File: src/rtl/acc_alu_pkg.sv
package acc_alu_pkg;

  typedef enum logic [3:0] {
    ALU_OR   = 4'd0,
    ALU_AND  = 4'd1,
    ALU_XOR  = 4'd2,
    ALU_ADC  = 4'd3,
    ALU_SBC  = 4'd4,
    ALU_CMP  = 4'd5,
    ALU_BIT  = 4'd6,
    ALU_INC  = 4'd7,
    ALU_DEC  = 4'd8,
    ALU_ASL  = 4'd9,
    ALU_ROL  = 4'd10,
    ALU_LSR  = 4'd11,
    ALU_ROR  = 4'd12,
    ALU_PASS = 4'd13,
    ALU_RSV0 = 4'd14,
    ALU_RSV1 = 4'd15
  } alu_op_e;

  typedef struct packed {
    logic n;
    logic v;
    logic z;
    logic c;
  } flag4_t;

endpackage

File: src/rtl/acc_alu_bcd.sv
// Packed BCD add/subtract: one corrected digit per generate slice,
// carry (add) or borrow (subtract) rippling between digits.
module acc_alu_bcd #(
  parameter int DIGITS = 2
) (
  input  logic [4*DIGITS-1:0] a_i,
  input  logic [4*DIGITS-1:0] b_i,
  input  logic                sub_i,
  input  logic                cin_i,
  output logic [4*DIGITS-1:0] sum_o,
  output logic                cout_o
);

  logic [DIGITS:0] chain;

  assign chain[0] = sub_i ? ~cin_i : cin_i;

  for (genvar g = 0; g < DIGITS; g++) begin : g_dig
    logic [3:0] ad;
    logic [3:0] bd;
    logic [4:0] t;
    logic [3:0] r;
    logic       k;

    assign ad = a_i[4*g +: 4];
    assign bd = b_i[4*g +: 4];

    always_comb begin
      if (sub_i) begin
        t = {1'b0, ad} - {1'b0, bd} - {4'b0000, chain[g]};
        k = t[4];
        r = k ? (t[3:0] - 4'd6) : t[3:0];
      end else begin
        t = {1'b0, ad} + {1'b0, bd} + {4'b0000, chain[g]};
        k = (t > 5'd9);
        r = k ? (t[3:0] + 4'd6) : t[3:0];
      end
    end

    assign sum_o[4*g +: 4] = r;
    assign chain[g+1]      = k;
  end

  assign cout_o = sub_i ? ~chain[DIGITS] : chain[DIGITS];

endmodule

File: src/rtl/acc_alu_arith.sv
// Binary adder with inverted-operand subtract, plus decimal path selection.
module acc_alu_arith #(
  parameter int DIGITS = 2
) (
  input  logic [4*DIGITS-1:0] a_i,
  input  logic [4*DIGITS-1:0] b_i,
  input  logic                cin_i,
  input  logic                sub_i,
  input  logic                dec_i,
  output logic [4*DIGITS-1:0] res_o,
  output logic                c_o,
  output logic                v_o
);

  localparam int W = 4 * DIGITS;

  logic [W-1:0] b_eff;
  logic [W-1:0] bin_sum;
  logic [W-1:0] dec_sum;
  logic         bin_c;
  logic         dec_c;

  assign b_eff = sub_i ? ~b_i : b_i;
  assign {bin_c, bin_sum} = {1'b0, a_i} + {1'b0, b_eff} + {{W{1'b0}}, cin_i};

  // signed overflow of the binary sum, kept in decimal mode too
  assign v_o = (a_i[W-1] == b_eff[W-1]) && (bin_sum[W-1] != a_i[W-1]);

  acc_alu_bcd #(.DIGITS(DIGITS)) u_bcd (
    .a_i    (a_i),
    .b_i    (b_i),
    .sub_i  (sub_i),
    .cin_i  (cin_i),
    .sum_o  (dec_sum),
    .cout_o (dec_c)
  );

  assign res_o = dec_i ? dec_sum : bin_sum;
  assign c_o   = dec_i ? dec_c   : bin_c;

endmodule

File: src/rtl/acc_alu_logic.sv
// Bitwise, unary and shift operations.
module acc_alu_logic
  import acc_alu_pkg::*;
#(
  parameter int DIGITS = 2
) (
  input  alu_op_e             op_i,
  input  logic [4*DIGITS-1:0] a_i,
  input  logic [4*DIGITS-1:0] b_i,
  input  logic                cin_i,
  output logic [4*DIGITS-1:0] res_o,
  output logic                c_o
);

  localparam int W = 4 * DIGITS;

  always_comb begin
    res_o = b_i;
    c_o   = cin_i;
    unique case (op_i)
      ALU_OR:  res_o = a_i | b_i;
      ALU_AND: res_o = a_i & b_i;
      ALU_XOR: res_o = a_i ^ b_i;
      ALU_INC: res_o = b_i + W'(1);
      ALU_DEC: res_o = b_i - W'(1);
      ALU_ASL: begin
        res_o = {b_i[W-2:0], 1'b0};
        c_o   = b_i[W-1];
      end
      ALU_ROL: begin
        res_o = {b_i[W-2:0], cin_i};
        c_o   = b_i[W-1];
      end
      ALU_LSR: begin
        res_o = {1'b0, b_i[W-1:1]};
        c_o   = b_i[0];
      end
      ALU_ROR: begin
        res_o = {cin_i, b_i[W-1:1]};
        c_o   = b_i[0];
      end
      default: res_o = b_i;
    endcase
  end

endmodule

File: src/rtl/acc_alu_select.sv
// Chooses the result source and the per-class flag subset.
module acc_alu_select
  import acc_alu_pkg::*;
#(
  parameter int DIGITS = 2
) (
  input  alu_op_e             op_i,
  input  logic [4*DIGITS-1:0] a_i,
  input  logic [4*DIGITS-1:0] b_i,
  input  flag4_t              flg_i,
  input  logic [4*DIGITS-1:0] lres_i,
  input  logic                lc_i,
  input  logic [4*DIGITS-1:0] ares_i,
  input  logic                ac_i,
  input  logic                av_i,
  output logic [4*DIGITS-1:0] res_o,
  output logic                res_we_o,
  output flag4_t              flg_o,
  output flag4_t              we_o
);

  localparam int W = 4 * DIGITS;

  logic [W-1:0] masked;
  assign masked = a_i & b_i;

  always_comb begin
    res_o    = '0;
    res_we_o = 1'b0;
    flg_o    = flg_i;
    we_o     = '0;
    unique case (op_i)
      ALU_OR, ALU_AND, ALU_XOR, ALU_INC, ALU_DEC, ALU_PASS: begin
        res_o    = lres_i;
        res_we_o = 1'b1;
        we_o.n   = 1'b1;
        we_o.z   = 1'b1;
      end
      ALU_ADC, ALU_SBC: begin
        res_o    = ares_i;
        res_we_o = 1'b1;
        flg_o.v  = av_i;
        flg_o.c  = ac_i;
        we_o     = 4'b1111;
      end
      ALU_CMP: begin
        flg_o.n = ares_i[W-1];
        flg_o.z = (ares_i == '0);
        flg_o.c = ac_i;
        we_o.n  = 1'b1;
        we_o.z  = 1'b1;
        we_o.c  = 1'b1;
      end
      ALU_BIT: begin
        flg_o.n = b_i[W-1];
        flg_o.v = b_i[W-2];
        flg_o.z = (masked == '0);
        we_o.n  = 1'b1;
        we_o.v  = 1'b1;
        we_o.z  = 1'b1;
      end
      ALU_ASL, ALU_ROL, ALU_LSR, ALU_ROR: begin
        res_o    = lres_i;
        res_we_o = 1'b1;
        flg_o.c  = lc_i;
        we_o.n   = 1'b1;
        we_o.z   = 1'b1;
        we_o.c   = 1'b1;
      end
      default: ;
    endcase
    if (res_we_o) begin
      flg_o.n = res_o[W-1];
      flg_o.z = (res_o == '0);
    end
  end

endmodule

File: src/rtl/acc_alu.sv
module acc_alu
  import acc_alu_pkg::*;
#(
  parameter int DIGITS = 2
) (
  input  logic                clk,
  input  logic                rst,
  input  logic [3:0]          op_i,
  input  logic [4*DIGITS-1:0] a_i,
  input  logic [4*DIGITS-1:0] b_i,
  input  logic                n_i,
  input  logic                v_i,
  input  logic                z_i,
  input  logic                c_i,
  input  logic                d_i,
  output logic [4*DIGITS-1:0] res_o,
  output logic                res_we_o,
  output logic                n_o,
  output logic                v_o,
  output logic                z_o,
  output logic                c_o,
  output logic                n_we_o,
  output logic                v_we_o,
  output logic                z_we_o,
  output logic                c_we_o
);

  localparam int W = 4 * DIGITS;

  alu_op_e      op;
  flag4_t       flg_in;
  logic         is_sub;
  logic         arith_cin;
  logic         arith_dec;
  logic [W-1:0] lres;
  logic         lc;
  logic [W-1:0] ares;
  logic         ac;
  logic         av;
  logic [W-1:0] nxt_res;
  logic         nxt_res_we;
  flag4_t       nxt_flg;
  flag4_t       nxt_we;
  logic         live;

  assign op        = alu_op_e'(op_i);
  assign flg_in    = '{n: n_i, v: v_i, z: z_i, c: c_i};
  assign is_sub    = (op == ALU_SBC) || (op == ALU_CMP);
  assign arith_cin = (op == ALU_CMP) ? 1'b1 : c_i;
  assign arith_dec = d_i && ((op == ALU_ADC) || (op == ALU_SBC));

  acc_alu_arith #(.DIGITS(DIGITS)) u_arith (
    .a_i   (a_i),
    .b_i   (b_i),
    .cin_i (arith_cin),
    .sub_i (is_sub),
    .dec_i (arith_dec),
    .res_o (ares),
    .c_o   (ac),
    .v_o   (av)
  );

  acc_alu_logic #(.DIGITS(DIGITS)) u_logic (
    .op_i  (op),
    .a_i   (a_i),
    .b_i   (b_i),
    .cin_i (c_i),
    .res_o (lres),
    .c_o   (lc)
  );

  acc_alu_select #(.DIGITS(DIGITS)) u_sel (
    .op_i     (op),
    .a_i      (a_i),
    .b_i      (b_i),
    .flg_i    (flg_in),
    .lres_i   (lres),
    .lc_i     (lc),
    .ares_i   (ares),
    .ac_i     (ac),
    .av_i     (av),
    .res_o    (nxt_res),
    .res_we_o (nxt_res_we),
    .flg_o    (nxt_flg),
    .we_o     (nxt_we)
  );

  always_ff @(posedge clk) begin
    if (rst) begin
      res_o    <= '0;
      res_we_o <= 1'b0;
      n_o      <= 1'b0;
      v_o      <= 1'b0;
      z_o      <= 1'b0;
      c_o      <= 1'b0;
      n_we_o   <= 1'b0;
      v_we_o   <= 1'b0;
      z_we_o   <= 1'b0;
      c_we_o   <= 1'b0;
      live     <= 1'b0;
    end else begin
      res_o    <= nxt_res;
      res_we_o <= nxt_res_we;
      n_o      <= nxt_flg.n;
      v_o      <= nxt_flg.v;
      z_o      <= nxt_flg.z;
      c_o      <= nxt_flg.c;
      n_we_o   <= nxt_we.n;
      v_we_o   <= nxt_we.v;
      z_we_o   <= nxt_we.z;
      c_we_o   <= nxt_we.c;
      live     <= 1'b1;
    end
  end

  // binary add result and carry match the full-width sum
  a_r4_binary_sum: assert property (@(posedge clk) disable iff (rst)
    (live && $past(op_i) == ALU_ADC && !$past(d_i)) |->
      ({c_o, res_o} == ({1'b0, $past(a_i)} + {1'b0, $past(b_i)} + {{W{1'b0}}, $past(c_i)})));

  // compare writes no result and leaves V alone
  a_r7_cmp_no_write: assert property (@(posedge clk) disable iff (rst)
    (live && $past(op_i) == ALU_CMP) |->
      (!res_we_o && !v_we_o && v_o == $past(v_i) && c_we_o));

  // bit test copies the two top operand bits
  a_r8_bit_copy: assert property (@(posedge clk) disable iff (rst)
    (live && $past(op_i) == ALU_BIT) |->
      (n_o == $past(b_i[W-1]) && v_o == $past(b_i[W-2]) && !res_we_o && !c_we_o));

  // increment/decrement keep V and C
  a_r9_incdec_keep_vc: assert property (@(posedge clk) disable iff (rst)
    (live && ($past(op_i) == ALU_INC || $past(op_i) == ALU_DEC)) |->
      (!v_we_o && !c_we_o && v_o == $past(v_i) && c_o == $past(c_i)));

  // N and Z follow a written result
  a_r12_nz_follow: assert property (@(posedge clk) disable iff (rst)
    (live && res_we_o) |-> (n_o == res_o[W-1] && z_o == (res_o == '0)));

  // an unwritten carry echoes its input
  a_r13_carry_echo: assert property (@(posedge clk) disable iff (rst)
    (live && !c_we_o) |-> (c_o == $past(c_i)));

endmodule

File: config.mk
export PLATFORM = sky130hd
export DESIGN_NAME = acc_alu
export DESIGN_NICKNAME = d
export VERILOG_FILES = /design/src/rtl/acc_alu_pkg.sv /design/src/rtl/acc_alu_bcd.sv /design/src/rtl/acc_alu_arith.sv /design/src/rtl/acc_alu_logic.sv /design/src/rtl/acc_alu_select.sv /design/src/rtl/acc_alu.sv
export SDC_FILE = /design/constraint.sdc
export NUM_CORES = 1
export LEC_CHECK = 0
export ABC_AREA = 1
export BUFFER_PORTS_ARGS = -buffer_cell sky130_fd_sc_hd__buf_4
export CAP_MARGIN = 15
export CORE_MARGIN = 3
export CORE_UTILIZATION = 43
export CTS_BUF_LIST = sky130_fd_sc_hd__clkbuf_16
export DETAILED_ROUTE_END_ITERATION = 12
export PLACE_DENSITY = 0.73
export SLEW_MARGIN = 10
export SYNTH_ARGS = -nofsm -noshare
export SYNTH_HDL_FRONTEND = slang
export SYNTH_SLANG_ARGS = --single-unit
export TNS_END_PERCENT = 10
File: constraint.sdc
create_clock -name clk -period 7 [get_ports clk]
set_input_delay 0.7 -clock clk [delete_from_list [all_inputs] [get_ports clk]]
set_output_delay 0.7 -clock clk [all_outputs]
set_load 0.005 [all_outputs]
# Word level (Yosys, flattened, before mapping)

Index checks and enable logic that the tools add are counted.

Memories kept: 0
Flip-flop bits (word level): 16
Output and inout bits: 17
Bits in read-only memories: 0
Latch bits: 0
Word-level logic and storage cells: 93
Memory bits (writable): 0
Bits of input ports: 27

Add/sub/neg operators: 16
Shift-type cells: 0
Bitwise logic cells: 6
Reductions and logical operators: 18
Equality and inequality tests: 15
Divide/modulo/power cells: 0
Muxes and demuxes: 27
$mul: 0
Order comparisons: 2

Operators with widths:

| cell                                                                  | count |
|---|---|
| 8-bit case mux with 9 select lines                                    | 1 |
| 4-bit == test (second input constant)                                 | 6 |
| 8-bit zero test                                                       | 3 |
| 4-bit 2-to-1 mux                                                      | 6 |
| 4-bit by 3-bit == test with 1-bit output (second input constant)      | 4 |
| 8-bit 2-to-1 mux                                                      | 2 |
| 8-bit case mux with 2 select lines                                    | 1 |
| 14-bit OR reduction                                                   | 1 |
| 1-bit 2-to-1 mux                                                      | 12 |
| 12-bit OR reduction                                                   | 1 |
| 4-bit by 4-bit adder with 5-bit output                                | 2 |
| 5-bit by 1-bit adder with 5-bit output                                | 2 |
| 5-bit by 4-bit > comparator with 1-bit output (second input constant) | 2 |
| 1-bit case mux with 2 select lines                                    | 5 |
| 10-bit OR reduction                                                   | 1 |
| 4-bit by 4-bit subtractor with 5-bit output                           | 2 |
| 5-bit by 1-bit subtractor with 5-bit output                           | 2 |
| 8-bit by 8-bit adder with 9-bit output                                | 1 |
| 9-bit by 1-bit adder with 9-bit output                                | 1 |
| 4-bit by 3-bit adder with 4-bit output (second input constant)        | 2 |
| 8-bit by 1-bit adder with 8-bit output (second input constant)        | 1 |
| 8-bit AND                                                             | 1 |
| 4-bit by 2-bit == test with 1-bit output (second input constant)      | 2 |
| 8-bit NOT                                                             | 1 |
| other kinds (15)                                                      | 22 |

# Depth between registers and ports, before layout

Gate-level depths: netlist (run 1).

Word-level depth: 15
Gate-level depth with buffers: 40
Mapped depth without buffers: 39

# Cells and area by module

A second synthesis (run 1) with hierarchy kept.

Cells, all modules: 670
Area total of the unflattened synthesis: 3,956.3 um2

Modules (own cells, without submodules):

| module         | sequential area each (um2) | times used | area each (um2) | cells each |
|---|---|---|---|---|
| acc_alu_bcd    | 0.0                        | 1          | 1,291.2         | 211 |
| acc_alu_logic  | 0.0                        | 1          | 1,016.0         | 184 |
| acc_alu_arith  | 0.0                        | 1          | 614.3           | 104 |
| acc_alu        | 340.3                      | 1          | 558.0           | 67 |
| acc_alu_select | 0.0                        | 1          | 476.7           | 104 |

# Least setup slack after synthesis (run 1)

Ideal clock, no wire load.

Path kind: input -> register
From: input port op_i[2]
To: register n_o
Stages on the path: 38
Arrival: 5.083 ns
Setup time: 0.112 ns
Setup slack: 1.804 ns
Cells stage by stage: inv_2 > nor2_1 > nand2_1 > clkbuf_1 > buf_2 > o21a_1 > inv_1 > fa_1 > inv_1 > fa_1 > inv_1 > nand3_1 > nand3_1 > nand2_1 > nand2_1 > o21ai_0 > inv_1 > fa_1 > [2 not listed] > nand2_1 > ha_1 > inv_1 > a21oi_1 > a21oi_1 > nand2_1 > nand2_1 > nand2_1 > nand2_1 > nand2_1 > nand2_1 > nand2_1 > nand2_1 > nor2_1 > nor2_1 > nor2_1 > inv_1 > nand2_1

Cells in the longest elaborated chain, start to end: 14
Elaborated cells between the ends (all ways): 44
Classes of those cells: 8 x add/sub; 2 x order compare; 13 x eq/ne; 13 x mux; 1 x bitwise; 7 x reduce/logical

Ends and longest elaborated chain:

| item                                                                                                  | line                                               | RTL |
|---|---|---|
| start, declared                                                                                       | acc_alu.sv:8                                       | `input logic [3:0] op_i,` |
| 4-bit by 3-bit == test with 1-bit output                                                              | acc_alu_select.sv:32, acc_alu.sv:48, acc_alu.sv:49 |  |
| 1-bit 2-to-1 mux                                                                                      | acc_alu.sv:49                                      | `assign arith_cin = (op == ALU_CMP) ? 1'b1 : c_i;` |
| 1-bit NOT                                                                                             | acc_alu_bcd.sv:16                                  | `assign chain[0] = sub_i ? ~cin_i : cin_i;` |
| 1-bit 2-to-1 mux                                                                                      | acc_alu_bcd.sv:16                                  |  |
| 5-bit by 1-bit adder with 5-bit output                                                                | acc_alu_bcd.sv:34                                  | `t = {1'b0, ad} + {1'b0, bd} + {4'b0000, chain[g]};` |
| 5-bit by 4-bit > comparator with 1-bit output                                                         | acc_alu_bcd.sv:35                                  | `k = (t > 5'd9);` |
| 1-bit 2-to-1 mux                                                                                      | acc_alu_bcd.sv:29                                  | `if (sub_i) begin` |
| 5-bit by 1-bit adder with 5-bit output or 5-bit by 1-bit subtractor with 5-bit output (tied branches) | acc_alu_bcd.sv:34, acc_alu_bcd.sv:30               |  |
| 4-bit by 3-bit adder with 4-bit output, or another cell as far along                                  | acc_alu_bcd.sv:36                                  | `r = k ? (t[3:0] + 4'd6) : t[3:0];` |
| 4-bit 2-to-1 mux, on equally long branches                                                            | acc_alu_bcd.sv:36, acc_alu_bcd.sv:32               |  |
| 4-bit 2-to-1 mux                                                                                      | acc_alu_bcd.sv:29                                  |  |
| 8-bit 2-to-1 mux                                                                                      | acc_alu_arith.sv:38                                | `assign res_o = dec_i ? dec_sum : bin_sum;` |
| 1-bit case mux with 2 select lines or 8-bit case mux with 2 select lines (tied branches)              | acc_alu_select.sv:32                               | `unique case (op_i)` |
| 1-bit 2-to-1 mux (*)                                                                                  | acc_alu_select.sv:72                               | `if (res_we_o) begin` |
| end signal, assigned                                                                                  | acc_alu.sv:104                                     | `n_o <= nxt_flg.n;` |
| end, declared                                                                                         | acc_alu.sv:18                                      | `output logic n_o,` |

Mark *: on every way between the ends. The rest lies on a longest branch, timed or not.
A chain may end at the register's enable or synchronous reset.

# Final worst setup path (run 1)

Ends and elaborated chain as after synthesis.

==> results.md, run 1 <==
Floorplanning:
- 44 I/O pins were placed.
- After floorplanning, the core was sized to cover 0.00745 sq mm.
- The die outline area is 0.00901 sq mm.
- The effective utilization at floorplan is 45.6%.
- The die is 94.9 um tall.
- From left edge to right edge, the die measures 94.9 um.
- The number of rows in the core area is 31.

Place:
- The total placed cells including tap cells is 703.
- The cell area after placement is 0.00381 sq mm.
- The wire-length estimate of the detail-placed layout is 8.71 mm.
- The final weighted congestion of routability-driven global placement is 0.946.
- The count of buffers from port buffering is 43.

Cells and area:
- The proportion of layout cells with a drive suffix above 1 is 11.0%.
- The final antenna diode count is 0.
- For this run, the post-layout net count is 692.
- Compared with the post-synthesis result, the final layout area differs by 14.3%.
- The design area is 0.00388 sq mm.
- The post-layout instance count excluding filler cells is 707.

Routing:
- The total wirelength of the detailed-routed design is 10.3 mm.
- Dividing the detail-routed via count by the number of cells gives 5.50.
- The first detailed-routing pass took 5 iterations.
- After detailed routing, the number of remaining DRC violations is 0.
- After detailed routing, the average wire length per cell comes to 14.6 um.
- The detailed-route via count is 3886.
- The first routing iteration left 285 violations.
- The number of nets still failing antenna checks after routing is 0.

Yosys:
- Counting flops with an async set or reset pin after synthesis yields a share of 0%.
- In the synthesized netlist the dominant register cell turns out to be sky130_fd_sc_hd__dfxtp_1.
- Of all cell types, the one taking the most synthesized area is sky130_fd_sc_hd__nand2_1.
- The number of nets handed over by synthesis was 651.
- Summing the areas of all fa, ha and maj instances in the mapped netlist gives 23.0% of the synthesized area.
- The post-synthesis register bit count is 16.
- The count of flip-flops with a built-in enable after synthesis is 0.
- After synthesis, the share of cell area in mux cells is 0%.
- After synthesis, the cell types taking the most area are sky130_fd_sc_hd__nand2_1 18%, sky130_fd_sc_hd__ha_1 17%, sky130_fd_sc_hd__nand3_1 11%.
- Averaged over all synthesized cells, the footprint is 5.99 sq um.
- The cell count after synthesis is 568.
- The synthesized netlist devotes 13.6% of its cell area to compound gates.
- The area share of and/or/nand/nor cells after synthesis is 38.7%.
- Yosys printed 0 warnings.
- The top cell type by area accounts for 18.1% of the synthesized area.
- The synthesized area is 0.00340 sq mm.
- The synthesized netlist devotes 3.86% of its cell area to XOR and XNOR gates.
- After synthesis, the most frequently instantiated cells are 164 x sky130_fd_sc_hd__nand2_1, 83 x sky130_fd_sc_hd__inv_1, 72 x sky130_fd_sc_hd__nand3_1.
- After synthesis, flip-flops and latches occupy 9.42% of the total area.
- After synthesis, the largest family of logic cells by area is simple AND/OR/NAND/NOR gates.
- The most frequent cell after synthesis is sky130_fd_sc_hd__nand2_1.
- The count of cell types in the netlist is 37.

Worst setup path:
- The worst setup path is captured at a flop.
- The number of stages on the worst setup path is 39.
- The data arrival time of the critical path is 5.65 ns.
- In this design, the stage delay of the slowest critical-path cell is 0.51 ns.
- The family of cells with the greatest summed delay on the critical path is simple AND/OR/NAND/NOR gates.
- By startpoint and endpoint, the worst setup path is classified as in2reg.
- The cell type of the slowest stage on the worst timing path is sky130_fd_sc_hd__fa_1.
- Of all nets on the critical path, the largest fanout is 24.
- The number of buffer and inverter instances along the worst setup path is 10.
- The startpoint class of the critical path is an input pin.
- The cell repeated most along the worst path is sky130_fd_sc_hd__nand2_1.
- The data required time of the critical path is 7.19 ns.

Pwr:
- The internal power of the cells totals 0.000304 W.
- The net load switching power is 0.000249 W.
- The largest vdd supply drop is 0.117 mV.
- The sequential group share of total power is 18.5%.
- The total power per unit cell area is 142 mW/mm^2.
- Combinational logic is responsible for 61.7% of the overall power.
- The analysis attributes to cell leakage a power of 2.17 nW.
- The switching portion of total power is 45.0%.
- The proportion of power drawn by the clock network is 19.8%.

Global routing:
- The largest net degree at the start of global routing is 25.
- The initial antenna violation count is 0.
- The first global-routing pass estimated 16.8 mm of wire.
- For this run, the total global-route usage over all layers was measured as 23.1%.
- The number of global-route vias before repair came to 3599.
- Global routing finished with a remaining overflow of 0.

STA:
- Setup repair after global routing left no endpoint under its margin.
- The slew at the pin with the worst max-slew slack is 0.740 ns.
- The number of pins with negative max-slew slack in the final report is 0.
- Of the available clock period, the critical path in the final layout requires 77.9%.
- The final-report hold violation count is 0.
- Timing would allow up to 183 MHz.
- Setup violations remaining at the end of the flow were counted as 0.
- The setup TNS is 0 ns.
- Headroom to the max-slew limit came out at 50.5%.
- The worst path needs 5.46 ns of the cycle, external delays included.

Clock tree:
- Clock-pin slew was measured on the worst setup and hold paths at 0.05 ns.
- The clock drives 16 sinks.
- The clock tree from TritonCTS is yes.
- In this run, CTS created clock tree buffers numbering 3.
- After clock tree synthesis, the flow added hold-fix buffers numbering 0.
- The post-cts repair resize count is 0.
- The maximum buffer depth of the clock tree is 2.
- CTS placed an instance of sky130_fd_sc_hd__clkbuf_16 at the clock tree root.
- The buffers inserted during post-CTS setup optimization is 0.
- In this run the number of H-tree levels came out at 1.

Flow run:
- The tool flagged a number of max-cap violations equal to 0.

Worst hold path:
- The class of the tightest hold or removal check is in2reg.
- The number of cells on the worst hold path is 2.

Status:
- The flow ran to the end, and the final reports show no timing, DRC or antenna violations.
[state kept, by name, indices dropped and copies added (netlist names)]
signal,cells
n_o,1
c_we_o,1
v_o,1
v_we_o,1
res_o,8
z_o,1
res_we_o,1
z_we_o,1
c_o,1
[layout by cell type, fill, tap and decap left out, types with 12 or more instances in the layout]
cell	Yosys	final
sky130_fd_sc_hd__nand3_1	72	72
sky130_fd_sc_hd__dfxtp_1	16	16
sky130_fd_sc_hd__inv_1	83	83
sky130_fd_sc_hd__o21ai_0	14	14
sky130_fd_sc_hd__xor2_1	12	12
sky130_fd_sc_hd__a21oi_1	42	42
sky130_fd_sc_hd__buf_4	2	44
sky130_fd_sc_hd__ha_1	45	45
sky130_fd_sc_hd__nand2_1	164	164
sky130_fd_sc_hd__nor2_1	30	30
[cells by family after synthesis]
| group | Yosys count |
|---|---|
| AOI/OAI and AO/OA | 82 |
| xor gates and xnor gates | 15 |
| adders and majority gates | 56 |
| buffers and inverters | 98 |
| DFF | 16 |
| and+or+nand+nor | 301 |
[power by group through the flow]
stage | logic [W] | registers (W) | clock network (W)
2_1_floorplan | 0.000237 | 0.000105 | 0
3_3_place_gp | 0.000325 | 0.000104 | 0
3_5_place_dp | 0.000335 | 0.000104 | 0
4_1_cts | 0.000336 | 0.000103 | 0.000110
5_1_grt | 0.000386 | 0.000103 | 0.000113
6_report | 0.000341 | 0.000102 | 0.000109
[through the flow]
| stage | power, W | setup slack [ns] | hold WS (ns) | util [%] |
|---|---|---|---|---|
| after detailed placement | 0.000439 | 1.37 | 0.991 | 51.1 |
| after floorplan | 0.000342 | 1.80 | 0.772 | - |
| after CTS | 0.000549 | 1.62 | 0.739 | 52.2 |
| after global placement | 0.000429 | 1.64 | 0.993 | 51.1 |
| after global routing | 0.000602 | 0.970 | 0.766 | 52.2 |
| final | 0.000552 | 1.54 | 0.747 | 52.2 |
[cell type report]
cell class | instances | area, sq um
clock inverters | 1 | 3.75
fillers | 793 | 3560
well taps | 99 | 124
repair buffers | 44 | 330
flip-flops and latches | 16 | 320
inverters | 90 | 338
clock buffers | 3 | 75.1
multi-input cells | 454 | 2690
[worst paths after layout]
check	from	end	slack (ns)
worst max-delay path	op_i[2]	n_o$_SDFF_PP0_	1.54
worst min-delay path	rst	res_o[4]$_SDFF_PP0_	0.75
[layer usage]
| metal | share of wire (%) | up-vias | global-route usage, % |
|---|---|---|---|
| li1 | - | 1935 | - |
| met1 | 45 | 1759 | 32.2 |
| met2 | 46 | 172 | 39.2 |
| met3 | 6.9 | 20 | 1.59 |
| met4 | 1.5 | 0 | 4.69 |
| met5 | 0 | - | 0 |
No activity file was read; power rests on OpenSTA's default activity.
==> run 2: changes to the inputs <==
==> constraint.sdc (replaced) <==
create_clock -name clk -period 5.1 [get_ports clk]
set_input_delay 0.51 -clock clk [delete_from_list [all_inputs] [get_ports clk]]
set_output_delay 0.51 -clock clk [all_outputs]
set_load 0.005 [all_outputs]
==> run 2 against run 1 <==
Effect of this change:
- combinational power is 45% higher
- critical path depth is 4 lower
- global-route usage is 0.19 points higher
- highest routed layer unchanged
==> results.md, run 2 (synthesis gave the netlist of run 1 again) <==
Status:
- The run finished with clean final reports.

Place:
- The cell area after placement was 0.00382 sq mm (+0.39%).
- The final weighted congestion of routability-driven global placement is 0.957 (+1.2%).
- The worst slack after detailed placement was -0.0250 ns (-1.39 ns).
- The count of buffers from port buffering is 43 (unchanged).
- The placed wire-length estimate is 8.47 mm (-2.8%).

Clock tree:
- The TritonCTS sink count is 16 (unchanged).
- The clock-pin slew on the worst setup and hold paths came to 0.05 ns (about the same).
- The root cell of the clock tree is sky130_fd_sc_hd__clkbuf_16.
- The maximum buffer depth of the clock tree is 2 (unchanged).
- TritonCTS built the clock tree.
- The total clock buffers created by CTS was 3 (unchanged).
- The number of levels the H-tree was split into is 1 (unchanged).

STA:
- The share of the clock period used by the worst path is 92.7%.
- The final-report hold violation count was 0 (unchanged).
- The setup slack after layout came to 0.371 ns (-1.17 ns).
- The worst slew margin relative to its limit is 48.6% (-1.9 points).
- The setup violation total in the final timing report is 0 (unchanged).
- The number of pins with negative max-slew slack in the final report is 0 (unchanged).
- The slew at the pin with the worst max-slew slack is 0.769 ns (+0.0290 ns).
- The worst hold margin is 0.554 ns (-0.193 ns).
- The worst path in the final design needs a cycle of 4.73 ns, including I/O delays and setup.
- The maximum frequency from static timing analysis is 211 MHz.

Cells and area:
- In the layout the commonest cells are 160 x sky130_fd_sc_hd__nand2_1, 83 x sky130_fd_sc_hd__inv_1, 71 x sky130_fd_sc_hd__nand3_1, 51 x sky130_fd_sc_hd__buf_4, 44 x sky130_fd_sc_hd__ha_1.
- The number of flip-flops under the largest register name is 8 (unchanged).
- The proportion of layout cells with a drive suffix above 1 is 13.8% (+2.8 points).
- The register bank with the most flops is res_o.
- The final net count was 699 (+1.0%).
- The number of inserted filler cells in the final layout is 744 (-6.2%).
- The synthesis-to-layout area growth is 16.7%.
- The design area is 0.00397 sq mm (+2.2%).
- Leaving out fill and tap cells, the most frequent cell in the layout is sky130_fd_sc_hd__nand2_1.
- The final antenna diode count is 0 (unchanged).

Worst setup path:
- The critical setup path kind is in2reg.
- The data arrival time of the critical path is 4.92 ns (-0.73 ns).
- The data required time of the critical path came to 5.29 ns (-1.90 ns).
- The worst setup path is captured at a flop.
- The most critical setup path has its startpoint at op_i[2].
- The startpoint class of the critical path is an input pin.
- The slowest stage of the critical path is the sky130_fd_sc_hd__fa_2 cell.
- The critical-path maximum fanout is 5 (-79%).
- The maximum cell stage delay along the critical path is 0.58 ns (+0.07 ns).
- The number of buffer and inverter instances along the worst setup path is 8 (-2).
- The most numerous cell type found on the critical path is sky130_fd_sc_hd__nand2_1.
- The family of cells with the greatest summed delay on the critical path is adder cells.

Floorplanning:
- The number of rows in the core area was 31 (unchanged).
- The y dimension of the die is 94.9 um (unchanged).
- The die outline area is 0.00901 sq mm (unchanged).
- The area of the placeable core is 0.00745 sq mm (unchanged).
- The I/O pin count is 44 (unchanged).
- The effective utilization at floorplan came to 45.6% (unchanged).
- The die outline width is 94.9 um (unchanged).

Pwr:
- The total power per unit cell area came to 197 mW/mm^2 (+39%).
- The largest vdd supply drop was 0.148 mV (+27%).
- The static leakage power is 2.20 nW (+1.6%).

Routing:
- The routed length per instance is 14.6 um (+0.37%).
- The first-pass iteration count of the detailed router is 7 (+2).
- The violation count after the first detailed-route iteration was 273 (-4.2%).
- The number of nets still failing antenna checks after routing is 0 (unchanged).
- The number of DRC violations after detailed routing was 0 (unchanged).
- The total wirelength of the detailed-routed design is 10.4 mm (+1.4%).
- The detailed-route via count was 3905 (+0.49%).
- The per-cell via count in the routed design is 5.47 (-0.50%).

Global routing:
- The number of global-route vias before repair came to 3531 (-1.9%).
- The global router's overall resource usage is 23.3% (+0.19 points).
- The largest net degree at the start of global routing is 24 (-4.0%).
- The wire length of the first global-routing pass is 16.9 mm (+0.70%).
- The initial antenna violation count is 0 (unchanged).
- The final global-route overflow total is 0 (unchanged).

Worst hold path:
- In this run the worst hold path is classified as in2reg.
- The worst hold path begins at rst.

Flow run:
- The max-cap check violation count is 0 (unchanged).
[run 2: report_power, final]
group	switching, W	leakage [nW]	internal, W	total, W
Sequential	0.00000297	0.132	0.000137	0.000140
Combinational	0.000302	2.03	0.000191	0.000494
Clock	0.0000454	0.0385	0.000104	0.000149
[run 2: metrics by stage]
step	setup TNS, ns	std cells	utilization [%]	power (W)
floorplan	0	568	-	0.000470
global placement	0	705	51.3	0.000592
detailed placement	-0.0250	705	51.3	0.000603
CTS	0	709	52.4	0.000753
global route	-0.0575	714	53.3	0.000856
finish	0	714	53.3	0.000783
[run 2: repair_timing]
item / CTS / global route
hold endpoints to repair: 0 / 0
hold buffers: 0 / 0
buffers inserted: 0 / 5
gates resized for setup: 0 / 12
endpoints found under the setup margin: 0 / 6
[run 2: final timing paths]
check	end	slack, ns	cells past startpoint
hold / removal	c_we_o$_SDFF_PP0_	0.55	2
setup / recovery	n_o$_SDFF_PP0_	0.37	35
[run 2: layer usage]
| metal | track usage [%] | wire [um] | vias to the layer above | part of all wire [%] |
|---|---|---|---|---|
| met5 | 0 | 0 | - | 0 |
| met4 | 5.89 | 227 | 0 | 2.2 |
| met3 | 2.71 | 809 | 31 | 7.7 |
| met2 | 36.5 | 4670 | 179 | 45 |
| met1 | 33.8 | 4730 | 1748 | 45 |
| li1 | - | - | 1947 | - |
[run 2: area by class of cell]
class / count / area [sq um] / area share, %
tap: 99 / 124 / 3.12
clock inverter: 1 / 3.75 / 0.0946
multi-input combinational: 454 / 2730 / 68.7
clock buffer: 3 / 75.1 / 1.89
sequential: 16 / 320 / 8.07
inverter: 90 / 338 / 8.51
timing repair buffer: 51 / 383 / 9.65
